**config.mk**
```make
export PLATFORM = sky130hd
export DESIGN_NAME = pks_shift_unit
export DESIGN_NICKNAME = d
export VERILOG_FILES = /design/src/rtl/pks_pkg.sv /design/src/rtl/pks_sra_lane.sv /design/src/rtl/pks_srl_lane.sv /design/src/rtl/pks_shift_unit.sv
export SDC_FILE = /design/constraint.sdc
export NUM_CORES = 1
export LEC_CHECK = 0
export BUFFER_PORTS_ARGS = -buffer_cell sky130_fd_sc_hd__buf_2
export CORE_MARGIN = 2
export CORE_UTILIZATION = 50
export DETAILED_ROUTE_END_ITERATION = 12
export PLACE_DENSITY_LB_ADDON = 0.08
export SYNTH_ARGS = -nofsm -noshare
export SYNTH_HDL_FRONTEND = slang
export SYNTH_SLANG_ARGS = --single-unit
```
**constraint.sdc**
```tcl
create_clock -name clk -period 11.4 [get_ports clk]
set_clock_uncertainty 0.2 [all_clocks]
set_input_delay 1.71 -clock clk [delete_from_list [all_inputs] [get_ports clk]]
set_output_delay 1.71 -clock clk [all_outputs]
set_load 0.05 [all_outputs]
```
**src/rtl/pks_pkg.sv**
```systemverilog
// Package for the packed shift unit.
// Holds the operation code, which the neighbouring decode logic must produce
// with the same values.
package pks_pkg;

    typedef enum logic [1:0] {
        PKS_BYTE_SRA    = 2'd0,
        PKS_HALF_SRL    = 2'd1,
        PKS_WORD_REDUCE = 2'd2,
        PKS_RESERVED    = 2'd3
    } pks_op_e;

endpackage

```
**src/rtl/pks_sra_lane.sv**
```systemverilog
// Arithmetic right shift of one signed lane, with optional rounding.
// Rounding adds the last bit shifted out, and only when the amount is nonzero.
// Only the low OUT_W bits of the rounded value are driven, so a rounding
// overflow wraps inside the lane.
// Assumes OUT_W <= W and that SW can count up to W-1.
module pks_sra_lane #(
    parameter int unsigned W     = 8,
    parameter int unsigned SW    = 3,
    parameter int unsigned OUT_W = 8
) (
    input  logic [W-1:0]     lane_in,
    input  logic [SW-1:0]    amt,
    input  logic             rnd,
    output logic [OUT_W-1:0] lane_out
);

    logic signed [W-1:0] shifted;
    logic                round_bit;

    // Shift, pick the rounding bit, then add it within the output width.
    always_comb begin
        shifted   = $signed(lane_in) >>> amt;
        round_bit = 1'b0;
        if (rnd && (amt != '0)) begin
            round_bit = lane_in[amt - 1'b1];
        end
        lane_out = OUT_W'(shifted) + OUT_W'(round_bit);
    end

endmodule

```
**src/rtl/pks_srl_lane.sv**
```systemverilog
// Logical right shift of one unsigned lane, with zeros filling from the top.
// Assumes SW can count up to W-1.
module pks_srl_lane #(
    parameter int unsigned W  = 16,
    parameter int unsigned SW = 4
) (
    input  logic [W-1:0]  lane_in,
    input  logic [SW-1:0] amt,
    output logic [W-1:0]  lane_out
);

    // Plain logical shift, no rounding.
    always_comb begin
        lane_out = lane_in >> amt;
    end

endmodule

```
**src/rtl/pks_shift_unit.sv**
```systemverilog
// Packed shift and precision-reduce unit.
// Builds all three lane groups side by side, picks one of them by operation
// code and registers the result, so results appear one clock later.
// Assumes DATA_W is a multiple of both BYTE_W and HALF_W, with HALF_W*2 == DATA_W
// for the reduce packing.
module pks_shift_unit
    import pks_pkg::*;
#(
    parameter int unsigned DATA_W = 32,
    parameter int unsigned BYTE_W = 8,
    parameter int unsigned HALF_W = 16,
    localparam int unsigned AMT_W  = $clog2(DATA_W)
) (
    input  logic              clk,
    input  logic              rst_n,
    input  logic [1:0]        op_sel,
    input  logic              round_en,
    input  logic              use_reg_amt,
    input  logic [AMT_W-1:0]  amt_imm,
    input  logic [AMT_W-1:0]  amt_reg,
    input  logic [DATA_W-1:0] src_a,
    input  logic [DATA_W-1:0] src_b,
    output logic [DATA_W-1:0] res_q
);

    localparam int unsigned N_BYTES  = DATA_W / BYTE_W;
    localparam int unsigned N_HALVES = DATA_W / HALF_W;
    localparam int unsigned BAMT_W   = $clog2(BYTE_W);
    localparam int unsigned HAMT_W   = $clog2(HALF_W);

    logic [AMT_W-1:0]  amt_eff;
    logic [DATA_W-1:0] byte_res;
    logic [DATA_W-1:0] half_res;
    logic [DATA_W-1:0] reduce_res;
    logic [DATA_W-1:0] res_d;

    // Pick the amount source.
    always_comb begin
        amt_eff = use_reg_amt ? amt_reg : amt_imm;
    end

    // Byte lanes: signed arithmetic shift on the low amount bits.
    for (genvar gb = 0; gb < N_BYTES; gb++) begin : g_byte
        pks_sra_lane #(
            .W     (BYTE_W),
            .SW    (BAMT_W),
            .OUT_W (BYTE_W)
        ) i_lane (
            .lane_in  (src_a[gb*BYTE_W +: BYTE_W]),
            .amt      (amt_eff[BAMT_W-1:0]),
            .rnd      (round_en),
            .lane_out (byte_res[gb*BYTE_W +: BYTE_W])
        );
    end

    // Halfword lanes: unsigned logical shift.
    for (genvar gh = 0; gh < N_HALVES; gh++) begin : g_half
        pks_srl_lane #(
            .W  (HALF_W),
            .SW (HAMT_W)
        ) i_lane (
            .lane_in  (src_a[gh*HALF_W +: HALF_W]),
            .amt      (amt_eff[HAMT_W-1:0]),
            .lane_out (half_res[gh*HALF_W +: HALF_W])
        );
    end

    // Reduce: shift both whole words, keep the low half of each.
    pks_sra_lane #(
        .W     (DATA_W),
        .SW    (AMT_W),
        .OUT_W (HALF_W)
    ) i_reduce_hi (
        .lane_in  (src_a),
        .amt      (amt_eff),
        .rnd      (round_en),
        .lane_out (reduce_res[DATA_W-1:HALF_W])
    );

    pks_sra_lane #(
        .W     (DATA_W),
        .SW    (AMT_W),
        .OUT_W (HALF_W)
    ) i_reduce_lo (
        .lane_in  (src_b),
        .amt      (amt_eff),
        .rnd      (round_en),
        .lane_out (reduce_res[HALF_W-1:0])
    );

    // Choose the result by operation code; the reserved code gives zero.
    always_comb begin
        unique case (pks_op_e'(op_sel))
            PKS_BYTE_SRA:    res_d = byte_res;
            PKS_HALF_SRL:    res_d = half_res;
            PKS_WORD_REDUCE: res_d = reduce_res;
            default:         res_d = '0;
        endcase
    end

    // Output register with synchronous active-low reset.
    always_ff @(posedge clk) begin
        if (!rst_n) begin
            res_q <= '0;
        end else begin
            res_q <= res_d;
        end
    end

endmodule

```
# [After elaboration in Yosys (flattened, before gate mapping)]
# Cells that the tools add are included.
[word_totals] in_bits=80 elab_cells=46 regBits=32
[classes] order_cmp=2 shifts=8 eq_ne=2 n_reduce_logical=5 n_mux=20 addsub=8
[ops] op="case mux 32 bit (3 select lines)" count=1
[ops] op=">>> shifter 32 x 5 -> 16 bit" count=2
[ops] op="adder 16 x 1 -> 16 bit" count=2
[ops] op="adder 8 x 1 -> 8 bit" count=4
[ops] op="right shift 16 x 4 -> 16 bit" count=2
[ops] op=">>> shifter 8 x 3 -> 8 bit" count=4
[ops] op="binary-select mux 1 bit (select 3 bit)" count=4
[ops] op="two-way mux 1 bit" count=12
[ops] op="binary-select mux 1 bit (select 5 bit)" count=2
[ops] op="less-than comparator 5 x 6 -> 1 bit (second input constant)" count=1
[ops] op="two-way mux 5 bit" count=1
[ops] op="nonzero test 5 bit" count=1
[ops] op="subtractor 5 x 1 -> 5 bit (second input constant)" count=1
[ops] op="less-than comparator 3 x 4 -> 1 bit (second input constant)" count=1
[ops] op="nonzero test 3 bit" count=1
[ops] op="subtractor 3 x 1 -> 3 bit (second input constant)" count=1
[ops] op="equality test 2 x 1 -> 1 bit (second input constant)" count=1
[ops] op="equality test 2 bit (second input constant)" count=1
[ops] op="logical AND 1 bit" count=2
[ops] op="logical NOT 2 bit" count=1

# [Longest topological paths before layout]
[logic_depth] word_depth=7 depth_mapped=22

# [Cells and area by module]
# From an unflattened synthesis, not the netlist that was laid out.
[unflattened] cells_unflattened=1212 hier_area_um2=11244.5
[modules_own_cells] mod="pks_sra_lane at i_reduce_hi" instances=1 area_each_um2=2881.5 seq_area_each_um2=0.0 cells_each=304
[modules_own_cells] mod="pks_sra_lane at i_reduce_lo" instances=1 area_each_um2=2646.3 seq_area_each_um2=0.0 cells_each=258
[modules_own_cells] mod="pks_sra_lane at g_byte[0].i_lane ..." instances=4 area_each_um2=624.3 seq_area_each_um2=0.0 cells_each=74
[modules_own_cells] mod="pks_shift_unit" instances=1 area_each_um2=1752.9 seq_area_each_um2=640.6 cells_each=182
[modules_own_cells] mod="pks_srl_lane" instances=2 area_each_um2=733.2 seq_area_each_um2=0.0 cells_each=86

# [Least setup slack after synthesis]
# No wires, ideal clock.
[synth_path] path_type="input-to-reg" start="input port use_reg_amt" end="register res_q[22]" cell_stages=21 n_path_buf=7 setup_time_ns=0.115 t_required_ns=11.085 arrival_ns=6.111 setup_slack_ns=4.974 cell_sequence="buf_6 -> mux2_4 -> buf_6 -> inv_2 -> buf_2 -> buf_1 -> clkbuf_1 -> ha_1 -> buf_1 -> clkbuf_1 -> mux4_2 -> mux2i_1 -> mux4_2 -> nor2_1 -> ha_1 -> ha_1 -> o311ai_0 -> nor4_1 -> xor2_1 -> nand2_1 -> and3_1"
[synth_between] elab_chain_len=7
[synth_lines] item="from (decl)" line_no="pks_shift_unit.sv:18" source="input logic use_reg_amt,"
[synth_lines] item="two-way mux 5 bit *" line_no="pks_shift_unit.sv:39" source="amt_eff = use_reg_amt ? amt_reg : amt_imm;"
[synth_lines] item="subtractor 5 x 1 -> 5 bit or subtractor 3 x 1 -> 3 bit (tied branches)" line_no="pks_sra_lane.sv:25" source="round_bit = lane_in[amt - 1'b1];"
[synth_lines] item="binary-select mux 1 bit (select 5 bit) or binary-select mux 1 bit (select 3 bit) (tied branches)" line_no="pks_sra_lane.sv:25"
[synth_lines] item="two-way mux 1 bit (not written as such)" line_no="pks_sra_lane.sv:25"
[synth_lines] item="two-way mux 1 bit" line_no="pks_sra_lane.sv:24" source="if (rnd && (amt != '0)) begin"
[synth_lines] item="adder 16 x 1 -> 16 bit or adder 8 x 1 -> 8 bit (tied branches)" line_no="pks_sra_lane.sv:27" source="lane_out = OUT_W'(shifted) + OUT_W'(round_bit);"
[synth_lines] item="case mux 32 bit (3 select lines) *" line_no="pks_shift_unit.sv:93" source="unique case (pks_op_e'(op_sel))"
[synth_lines] item="to (signal assigned)" line_no="pks_shift_unit.sv:106" source="res_q <= res_d;"
[synth_lines] item="to (decl)" line_no="pks_shift_unit.sv:23" source="output logic [DATA_W-1:0] res_q"
# Mark *: on every way between the ends. The rest lies on a longest branch, timed or not. The select of a mux whose other input is x is not followed.
# A chain may end at the register's enable or synchronous reset.

# [Worst setup path after layout]
[layout_path] start="input port use_reg_amt" end="register res_q[26]"
# The elaborated chain is that of the path after synthesis.

==> results.sh <==
export IMPL_vias=7393
export IMPL_cts_buffers=5
export IMPL_vdd_drop_max_v=0.0000644
export IMPL_power_density_nw_per_um2=103
export IMPL_top_register="res_q"
export IMPL_cts_sinks=32
export IMPL_start_util=0.511
export IMPL_area_growth_pct=9.13
export IMPL_placed_area_um2=7560
export IMPL_timing_critical_path_buf_inv=2
export IMPL_routedWlPerCell_um=25.2
export IMPL_drv_slew=0
export IMPL_yosysWarnings=0
export IMPL_worstMarginPinSlew_ps=1030
export IMPL_period_share=0.624
export IMPL_path_common_cell="ha_1"
export IMPL_cpLargestDelayFamily="multiplexers"
export IMPL_antenna_found_initial=0
export IMPL_first_global_vias=6653
export IMPL_largestRegisters="res_q x32"
export IMPL_netlist_area_um2=7070
export IMPL_finalSetupViolCount=0
export IMPL_worst_setup_path_end_kind="register"
export IMPL_hold_buffers=0
export IMPL_h_tree_depth=2
export IMPL_synth_nets=912
export IMPL_grt_max_degree=62
export IMPL_rows=43
export IMPL_die_height_um=123
export IMPL_final_common_cell="buf_2"
export IMPL_dieArea_um2=15100
export IMPL_fin_crit_ps=7110
export IMPL_rsz0062_at_grt="false"
export IMPL_drive_above_1_share=0.285
export IMPL_post_route_cell_area_um2=7710
export IMPL_nNetsFinal=970
export IMPL_routed_wirelength_um=26600
export IMPL_place_hpwl_um=20800
export IMPL_cp_slowest_cell="ha_1"
export IMPL_largest_reg_flops=32
export IMPL_ant_nets=0
export IMPL_n_antenna_cell=0
export IMPL_synthDistinctLibCells=80
export IMPL_final_cell_mix="111 x buf_2, 96 x nand2_1, 77 x mux4_2, 76 x mux2i_1, 75 x nor2_1"
export IMPL_die_x_um=123
export IMPL_ys_seq_area_frac=0.0906
export IMPL_ios=112
export IMPL_synth_main_ff_cell="dfxtp_1"
export IMPL_cts_post_setup_buffers_inserted=0
export IMPL_gp_congestion=0.949
export IMPL_critPathLaunchType="input pin"
export IMPL_cts_root_buffer="clkbuf_16"
export IMPL_tritoncts="done"
export IMPL_ys_ff_latch=32
export IMPL_setup_tns_ps=0
export IMPL_fin_ws_ps=4290
export IMPL_clk_pin_slew_ps=50
export IMPL_grt_first_pass_wirelength_um=40100
export IMPL_syn_area_per_cell_um2=8.64
export IMPL_drt_initial_drc_count=811
export IMPL_worst_slew_margin_rel=0.305
export IMPL_crit_chain="buf_2 > mux2_4 > inv_2 > ha_1 > mux4_2 > mux2i_1 > mux4_2 > nor2_1 > ha_1 > ha_1 > o311ai_0 > nor2_1 > nand3_1 > xnor2_1 > o22ai_1"
export IMPL_cp_max_fo=61
export IMPL_fmax_ghz=0.141
export IMPL_synthArstFlopShare=0
export IMPL_p_leak_nw=3.09
export IMPL_pre_cts_ws_ps=4110
export IMPL_synthCells=818
export IMPL_finalHoldViolations=0
export IMPL_clk_path_buf_depth=2
export IMPL_slowest_delay_ps=920
export IMPL_cp_data_required_time_ps=11330
export IMPL_worstPathArrival_ps=7040
export IMPL_drc=0
export IMPL_grt_usage=0.354
export IMPL_synth_edf_count=0
export IMPL_hold_path_class="input pin to register"
export IMPL_status="finished, final reports clean"
export IMPL_grt_ovfl_total=0
export IMPL_core_area_um2=13800
export IMPL_port_buffers=111
export IMPL_drv_cap=0
export IMPL_worstSetupPathType="input pin to register"
export IMPL_postCtsResizedCells=0
export IMPL_vias_per_cell=7.00
export IMPL_firstDrtPassIters=6
[cell families (layout without fill, tap and decap cells)]
| kind of cell | Yosys count | count (layout) | synth area share |
|---|---|---|---|
| AND/OR/NAND/NOR | 264 | 264 | 0.181 |
| AO/OA/AOI/OAI | 215 | 215 | 0.203 |
| multiplexers | 178 | 178 | 0.396 |
| buffers and inverters | 79 | 137 | 0.0605 |
| XOR/XNOR | 36 | 36 | 0.0446 |
| flip-flops | 32 | 32 | 0.0906 |
| adder cells (fa/ha/maj) | 14 | 14 | 0.0248 |
[stage by stage]
step	power, mW	cells	hold slack, ps	utilization
after floorplan	0.506	818	1660	-
after global placement	0.642	1049	1900	0.547
after detailed placement	0.645	1049	1920	0.547
after CTS	0.782	1056	1630	0.558
after global routing	0.830	1056	1640	0.558
final	0.793	1056	1630	0.558
[cell usage after synthesis, types with 7 or more instances]
cell	n	share of area
buf_4	7	0.0074
xnor2_1	26	0.032
nor2_1	75	0.040
nand2_1	96	0.051
a22oi_1	16	0.017
a31oi_1	12	0.011
o22ai_1	33	0.029
and2_1	12	0.011
buf_1	7	0.0037
mux2i_1	78	0.11
o21ai_0	30	0.021
nand2b_1	7	0.0062
xor2_1	10	0.012
buf_2	14	0.0099
ha_1	14	0.025
a21oi_1	46	0.033
dfxtp_1	32	0.091
mux2_2	20	0.032
o31ai_1	10	0.011
mux4_2	77	0.25
nor3_1	16	0.011
clkbuf_1	35	0.019
nand3_1	16	0.011
[per-layer routing]
| metal | GRT usage | share of wire | vias up |
|---|---|---|---|
| li1 | - | - | 3309 |
| met1 | 0.551 | 0.45 | 3582 |
| met2 | 0.508 | 0.43 | 467 |
| met3 | 0.0364 | 0.10 | 35 |
| met4 | 0.112 | 0.029 | 0 |
| met5 | 0 | 0 | - |
[area by class of cell]
class	instances	area [um^2]
clock buffer	7	153
fill	1259	6110
tap	180	225
sequential	32	641
multi-input combinational	707	6020
timing repair buffer	122	638
inverter	8	32.5
[report_power, final]
part	internal [mW]	leakage (nW)	total, mW	switching [mW]
registers	0.123	0.263	0.125	0.00235
logic	0.199	2.75	0.532	0.334
clock network	0.0913	0.0760	0.135	0.0439
[worst paths after layout]
kind / from / endpoint / slack [ps] / depth (start not counted)
setup / recovery: use_reg_amt / res_q[26] / 4290 / 15
hold / removal: rst_n / res_q[6] / 1630 / 2
(Power assumes the default switching activity.)
